--- src/rtl/intx_router_pkg.sv ---
package intx_router_pkg;
  localparam int NUM_PINS   = 4;
  localparam int NUM_SHARED = 4;
  localparam int NUM_CTRL   = 16;
  localparam int BYTE_W     = 8;
  localparam int ADDR_W     = 3;
  localparam int TRIG_BYTES = NUM_CTRL / BYTE_W;
  localparam int TRIG_BASE  = NUM_SHARED;
  localparam logic [BYTE_W-1:0] STEER_RST = 8'h80;

  typedef logic [BYTE_W-1:0] steer_t;
  typedef steer_t [NUM_SHARED-1:0] steer_arr_t;
endpackage

--- src/rtl/intx_swizzle.sv ---
module intx_swizzle
  import intx_router_pkg::*;
#(
  parameter int NUM_SLOTS = 32
) (
  input  logic                          clk_i,
  input  logic                          rst_ni,
  input  logic [NUM_SLOTS*NUM_PINS-1:0] dev_irq_i,
  output logic [NUM_SHARED-1:0]         shared_o
);
  always_comb begin
    shared_o = '0;
    for (int s = 0; s < NUM_SLOTS; s++) begin
      for (int p = 0; p < NUM_PINS; p++) begin
        logic [1:0] sel;
        sel = 2'((p + s) % NUM_SHARED);
        if (dev_irq_i[s*NUM_PINS+p]) shared_o[sel] = 1'b1;
      end
    end
  end

  // no request anywhere means no shared line may be high
  assert_idle_R2: assert property (@(posedge clk_i) disable iff (!rst_ni)
    (dev_irq_i == '0) |-> (shared_o == '0));

  // slot 0 pin A always lands on shared line 0
  assert_slot0_R1: assert property (@(posedge clk_i) disable iff (!rst_ni)
    dev_irq_i[0] |-> shared_o[0]);
endmodule

--- src/rtl/intx_steer_regs.sv ---
module intx_steer_regs
  import intx_router_pkg::*;
(
  input  logic                clk_i,
  input  logic                rst_ni,
  input  logic                we_i,
  input  logic [ADDR_W-1:0]   addr_i,
  input  logic [BYTE_W-1:0]   wdata_i,
  output logic [BYTE_W-1:0]   rdata_o,
  output steer_arr_t          steer_next_o,
  output logic [NUM_CTRL-1:0] trig_o
);
  steer_arr_t steer_q;
  logic [TRIG_BYTES-1:0][BYTE_W-1:0] trig_q;

  // next-state view feeds the steering stage so writes apply on their own edge
  always_comb begin
    steer_next_o = steer_q;
    for (int n = 0; n < NUM_SHARED; n++)
      if (we_i && addr_i == ADDR_W'(n)) steer_next_o[n] = wdata_i;
  end

  always_ff @(posedge clk_i or negedge rst_ni) begin
    if (!rst_ni) begin
      steer_q <= {NUM_SHARED{STEER_RST}};
      trig_q  <= '0;
    end else begin
      steer_q <= steer_next_o;
      for (int b = 0; b < TRIG_BYTES; b++)
        if (we_i && addr_i == ADDR_W'(TRIG_BASE + b)) trig_q[b] <= wdata_i;
    end
  end

  always_comb begin
    rdata_o = '0;
    for (int n = 0; n < NUM_SHARED; n++)
      if (addr_i == ADDR_W'(n)) rdata_o = steer_q[n];
    for (int b = 0; b < TRIG_BYTES; b++)
      if (addr_i == ADDR_W'(TRIG_BASE + b)) rdata_o = trig_q[b];
  end

  assign trig_o = trig_q;

  assert_unmapped_R9: assert property (@(posedge clk_i) disable iff (!rst_ni)
    (we_i && addr_i >= ADDR_W'(TRIG_BASE + TRIG_BYTES)) |=> ($stable(steer_q) && $stable(trig_q)));

  assert_hold_R3: assert property (@(posedge clk_i) disable iff (!rst_ni)
    !we_i |=> ($stable(steer_q) && $stable(trig_q)));
endmodule

--- src/rtl/intx_steer.sv ---
module intx_steer
  import intx_router_pkg::*;
(
  input  logic                  clk_i,
  input  logic                  rst_ni,
  input  logic [NUM_SHARED-1:0] shared_i,
  input  steer_arr_t            steer_i,
  output logic [NUM_CTRL-1:0]   ctrl_o
);
  localparam int CTRL_W = $clog2(NUM_CTRL);

  logic [NUM_CTRL-1:0] ctrl_d, ctrl_q;

  for (genvar k = 0; k < NUM_CTRL; k++) begin : g_line
    always_comb begin
      ctrl_d[k] = 1'b0;
      for (int n = 0; n < NUM_SHARED; n++)
        if (shared_i[n] && steer_i[n] < BYTE_W'(NUM_CTRL) &&
            steer_i[n][CTRL_W-1:0] == CTRL_W'(k))
          ctrl_d[k] = 1'b1;
    end
  end

  always_ff @(posedge clk_i or negedge rst_ni) begin
    if (!rst_ni) ctrl_q <= '0;
    else         ctrl_q <= ctrl_d;
  end

  assign ctrl_o = ctrl_q;

  assert_quiet_R6: assert property (@(posedge clk_i) disable iff (!rst_ni)
    (shared_i == '0) |=> (ctrl_q == '0));

  assert_fanout_R5: assert property (@(posedge clk_i) disable iff (!rst_ni)
    ($countones(ctrl_q) <= NUM_SHARED));

  assert_unrouted_R3: assert property (@(posedge clk_i) disable iff (!rst_ni)
    (steer_i[0] >= BYTE_W'(NUM_CTRL) && steer_i[1] >= BYTE_W'(NUM_CTRL) &&
     steer_i[2] >= BYTE_W'(NUM_CTRL) && steer_i[3] >= BYTE_W'(NUM_CTRL)) |=> (ctrl_q == '0));
endmodule

--- src/rtl/intx_router.sv ---
module intx_router
  import intx_router_pkg::*;
#(
  parameter int NUM_SLOTS = 32
) (
  input  logic                          clk_i,
  input  logic                          rst_ni,
  input  logic [NUM_SLOTS*NUM_PINS-1:0] dev_irq_i,
  input  logic                          reg_we_i,
  input  logic [ADDR_W-1:0]             reg_addr_i,
  input  logic [BYTE_W-1:0]             reg_wdata_i,
  output logic [BYTE_W-1:0]             reg_rdata_o,
  output logic [NUM_CTRL-1:0]           ctrl_irq_o,
  output logic [NUM_CTRL-1:0]           trig_level_o
);
  logic [NUM_SHARED-1:0] shared;
  steer_arr_t            steer_next;

  intx_swizzle #(.NUM_SLOTS(NUM_SLOTS)) u_swizzle (
    .clk_i     (clk_i),
    .rst_ni    (rst_ni),
    .dev_irq_i (dev_irq_i),
    .shared_o  (shared)
  );

  intx_steer_regs u_regs (
    .clk_i        (clk_i),
    .rst_ni       (rst_ni),
    .we_i         (reg_we_i),
    .addr_i       (reg_addr_i),
    .wdata_i      (reg_wdata_i),
    .rdata_o      (reg_rdata_o),
    .steer_next_o (steer_next),
    .trig_o       (trig_level_o)
  );

  intx_steer u_steer (
    .clk_i    (clk_i),
    .rst_ni   (rst_ni),
    .shared_i (shared),
    .steer_i  (steer_next),
    .ctrl_o   (ctrl_irq_o)
  );
endmodule

--- config.mk ---
export PLATFORM = sky130hd
export DESIGN_NAME = intx_router
export DESIGN_NICKNAME = d
export VERILOG_FILES = /design/src/rtl/intx_router_pkg.sv /design/src/rtl/intx_swizzle.sv /design/src/rtl/intx_steer_regs.sv /design/src/rtl/intx_steer.sv /design/src/rtl/intx_router.sv
export SDC_FILE = /design/constraint.sdc
export NUM_CORES = 1
export LEC_CHECK = 0
export ABC_AREA = 1
export BUFFER_PORTS_ARGS = -buffer_cell sky130_fd_sc_hd__buf_2
export CELL_PAD_IN_SITES_DETAIL_PLACEMENT = 0
export CELL_PAD_IN_SITES_GLOBAL_PLACEMENT = 1
export CORE_MARGIN = 2
export CORE_UTILIZATION = 33
export CTS_CLUSTER_DIAMETER = 40
export DETAILED_ROUTE_END_ITERATION = 12
export PLACE_DENSITY = 0.83
export SYNTH_ARGS = -nofsm -noshare
export SYNTH_HDL_FRONTEND = slang
export SYNTH_SLANG_ARGS = --single-unit
--- constraint.sdc ---
create_clock -name clk_i -period 1.7 [get_ports clk_i]
set_input_delay 0.255 -clock clk_i [delete_from_list [all_inputs] [get_ports clk_i]]
set_output_delay 0.255 -clock clk_i [all_outputs]
set_load 0.005 [all_outputs]
Word-level counts from Yosys, hierarchy flattened
Index checks and enable logic that the tools add are counted.
- flip-flop bits (word level): 64
- bits of input ports: 142
- output and inout bits: 40
- logic and storage cells: 357
- order comparisons: 4
- equal/unequal tests: 65
- mux-type cells: 202
- reductions and logical operators: 79
- operators by type and width (kind ; count):
    $mux W1 ; 192
    $eq A4 B4 Y1 const B ; 32
    $mux W8 ; 10
    $logic_and A1 B1 Y1 ; 74
    $eq A4 B3 Y1 const B ; 16
    $eq A4 B2 Y1 const B ; 8
    $lt A8 B5 Y1 const B ; 4
    $eq A4 B1 Y1 const B ; 4
    $logic_not A4 Y1 ; 4
    $eq A3 B2 Y1 const B ; 2
    $eq A3 B3 Y1 const B ; 2
    $eq A3 B1 Y1 const B ; 1
    $logic_not A3 Y1 ; 1

Depth between registers and ports, before layout
- word-level depth: 38
- gate-level depth with buffers: 12
- depth with buffers taken out: 10

Hierarchy
Synthesis repeated with hierarchy kept, for this count alone.
- cell total of the unflattened synthesis: 700
- area total of the unflattened synthesis: 4531.8 sq um
- by module, submodules not included (module ; instances ; cells each ; area each (sq um) ; seq. area each (sq um)):
    intx_steer_regs ; 1 ; 256 ; 2272.2 ; 1206.2
    intx_steer ; 1 ; 264 ; 1544.0 ; 400.4
    intx_swizzle ; 1 ; 180 ; 715.7 ; 0.0

Worst setup path before layout
Ideal clock, no wire load.
- path type: input-to-output
- start point: input port reg_addr_i[2]
- end point: output port reg_rdata_o[0]
- arrival time: 1305 ps
- required time: 1445 ps
- slack: 140 ps
- cell stages on the path: 8
- buffers on the path: 3
- cell sequence: inv_2 buf_6 buf_2 buf_4 nand2_1 o22ai_1 a221oi_1 nand3_1
- cells in the longest elaborated chain, start to end: 7
- elaborated cells on any way between the ends: 12
- classes of those cells: eq/ne: 5; mux: 6; reduce/logical: 1
- ends and longest elaborated chain (item ; RTL line ; RTL):
    from (decl) ; intx_router.sv:10 ; input logic [ADDR_W-1:0] reg_addr_i,
    $logic_not A3 Y1 ; intx_steer_regs.sv:37 ; if (addr_i == ADDR_W'(n)) rdata_o = steer_q[n];
    $mux W8 (4 in a row) ; intx_steer_regs.sv:37 ;
    $mux W8 ; intx_steer_regs.sv:39 ; if (addr_i == ADDR_W'(TRIG_BASE + b)) rdata_o = trig_q[b];
    $mux W8 * ; intx_steer_regs.sv:39 ;
    to (decl) ; intx_router.sv:12 ; output logic [BYTE_W-1:0] reg_rdata_o,
Mark *: on every way between the ends. The rest lies on a longest branch, timed or not.

Final worst setup path
- start point: input port reg_addr_i[0]
- end point: output port reg_rdata_o[0]
Same word-level chain as after synthesis.

==> impl_metrics.toml <==
[drt]
routed_wl_um = 15900
post_drt_wl_per_cell_um = 14.7
drt_iter0_markers = 378
vias = 5417
ant_nets = 0
avgViaCountPerCell = 4.99
drtPass1Iterations = 5
drc = 0

[synthesis]
avgSynthCellArea_um2 = 6.44
ys_seq_area_share_pct = 36.3
yosysUniqueCellTypes = 25
syn_inst = 687
synth_top_area_share_pct = 33.9
syn-cell-area_mm2 = 0.00443
async_flop_share_pct = 100
ys.flop_type = "dfrtp_1"
synth-edff-count = 0
yosysMostFrequentCell = "nand2_1"
ys_top_cells_by_area = "dfrtp_1 34%, nand2_1 18%, nor2_1 13%"
synth_top_area_cell = "dfrtp_1"
netlist_top_cells_count = "210 x nand2_1, 156 x nor2_1, 79 x nand3_1, 60 x dfrtp_1, 55 x nand4_1"
syn_nets = 829
yosys_warnings = 0
ys_seq_elements = 64

[clocking]
cts_buffer_depth = 2
htreeDepth = 3
tritoncts = "done"
cts_root_buffer = "clkbuf_16"
clk_pin_slew_worst_paths_ps = 50
cts_sinks = 64
clk_latency_ps = 340
cts_made_buffers = 9

[setup_path]
ff2ff_setup_slack_ps = 250
critical_path_arrival_ps = 1390
crit_top_cell = "buf_6"
path_cells = "buf_6 > buf_4 > inv_4 > buf_6 > nor2_4 > nand2_4 > o22ai_2 > a221oi_2 > nand3_1 > buf_2"
cp_max_fo = 6
max_stage_delay_ps = 220
crit_type = "primary input to output pin"
cp.required_ps = 1440
crit_slowest_cell = "a221oi_2"
startpoint_type = "primary input"
end_kind = "output pin"

[finish]
drive_above_1_share_pct = 31.7
seq_area_mm2 = 0.00161
multi_input_area_mm2 = 0.00264
layout.nets = 1046
nFillCells = 1364
area_growth_pct = 43.3
n_antenna_cell = 0

[die]
initial_core_util_pct = 33.6
ios = 182
dieWidth_um = 120
fp.coreArea_mm2 = 0.0132
dieArea_mm2 = 0.0144
die_h_um = 120
num_rows = 42

[global_route]
grt_max_degree = 33
grt_pass1_vias = 5326
antenna_found_initial = 0
grt_usage_pct = 23.1
grt-ovfl-total = 0
grt_first_pass_wirelength_um = 25800

[sta]
setup_ws_ps = 58.9
worstMarginPinSlew_ps = 509
fin_skew_ps = 4.10
fin_crit_sh_pct = 96.5
maxSlewViolCount = 0
fmax_ghz = 0.609
slew-limit-headroom_pct = 66.0
rsz0062_at_grt = "true"
finalCriticalPeriod_ps = 1640
setup_viol = 0
hold_violations = 0

[placement]
portBuffers = 181
gp_congestion = 0.892
dp_hpwl_um = 12500
preCtsSetupSlack_ps = -436

[pwr]
finalPower_mw = 5.37
power_density_mw_per_mm2 = 847
leakagePower_nw = 3.26
peakVddDrop_uv = 508

[min_path]
hold_path.class = "primary input to flip-flop"

[run]
cap_violations = 0

[run_status]
status = "finished clean"
-- what timing repair did --
| item | 4_1_cts | 5_1_grt |
|---|---|---|
| hold endpoints to repair | 18 | 0 |
| setup endpoints to repair | 24 | 18 |
| hold buffers | 1 | 0 |
| pin swaps | 4 | 7 |
| setup buffers | 2 | 4 |
| resized for setup | 26 | 20 |
-- sequential cells by signal (all words and copies together) (netlist names) --
signal	count
u_regs.steer_q	32
u_steer.ctrl_o	16
u_regs.trig_o	16
-- where the power goes --
group / internal (mW) / switching (mW) / leakage, nW / total (mW)
registers: 1.77 / 0.177 / 0.803 / 1.94
logic: 0.669 / 1.05 / 2.32 / 1.72
clock network: 1.01 / 0.696 / 0.134 / 1.71
-- cell usage in the layout, fill, tap and decap left out, types with 9 or more instances in the layout --
cell | synthesis | layout
nand4_1 | 55 | 55
o21ai_0 | 12 | 10
nor2_1 | 156 | 154
o21ai_1 | 11 | 11
buf_2 | 12 | 179
clkbuf_16 | 0 | 9
nand3_1 | 79 | 79
buf_4 | 11 | 40
nand2_1 | 210 | 207
dfrtp_1 | 60 | 60
inv_1 | 44 | 42
-- through the flow --
stage                     cell area (um2)  hold slack (ps)  utilization (%)  instances  TNS, ps
after floorplan                      4430            -40.6                -        687        0
final                                6340              152             48.1       1085        0
after CTS                            6230              144             47.2       1081        0
after global routing                 6340              180             48.1       1085    -15.7
after detailed placement             5800              249             43.9       1063    -6880
after global placement               5800              240             43.9       1063    -6010
-- critical path, delay by kind of cell --
kind | cells | cell delay, ps
and+or+nand+nor | 3 | 260
AOI/OAI and AO/OA | 2 | 330
buffers and inverters | 5 | 530
-- routing by layer --
layer  GRT usage [%]  vias up  wire length (um)
met5               0        -                 0
met4            6.76        0               258
met3            4.47       21              1150
met2            39.2      249              7590
met1            29.9     2446              6920
li1                -     2701                 -
-- worst paths after layout --
check	from	endpoint	cells past startpoint
worst max-delay path	reg_addr_i[0]	reg_rdata_o[0]	10
worst min-delay path	reg_wdata_i[7]	u_regs.steer_q[31]	3
worst max register to register	u_regs.steer_q[23]	u_steer.ctrl_o[0]	8
worst min register to register	u_regs.trig_o[5]	u_regs.trig_o[5]	2
max in group asynchronous	rst_ni	u_regs.steer_q[23]	3
min in group asynchronous	rst_ni	u_regs.steer_q[27]	2
-- area by class of cell --
| class | instances | share of cell area, % |
|---|---|---|
| Timing Repair Buffer | 234 | 22.5 |
| Multi-Input combinational cell | 549 | 41.6 |
| Clock inverter | 6 | 0.552 |
| Clock buffer | 10 | 3.77 |
| Tap cell | 176 | 3.47 |
| Sequential cell | 64 | 25.3 |
| Inverter | 46 | 2.76 |
-- cell families after synthesis --
logic type / Yosys count / share of synthesized area (%)
and+or+nand+nor: 513 / 50.6
buffers and inverters: 74 / 8.11
DFF: 64 / 36.3
AOI/OAI and AO/OA: 36 / 4.95
(Power assumes the default switching activity.)
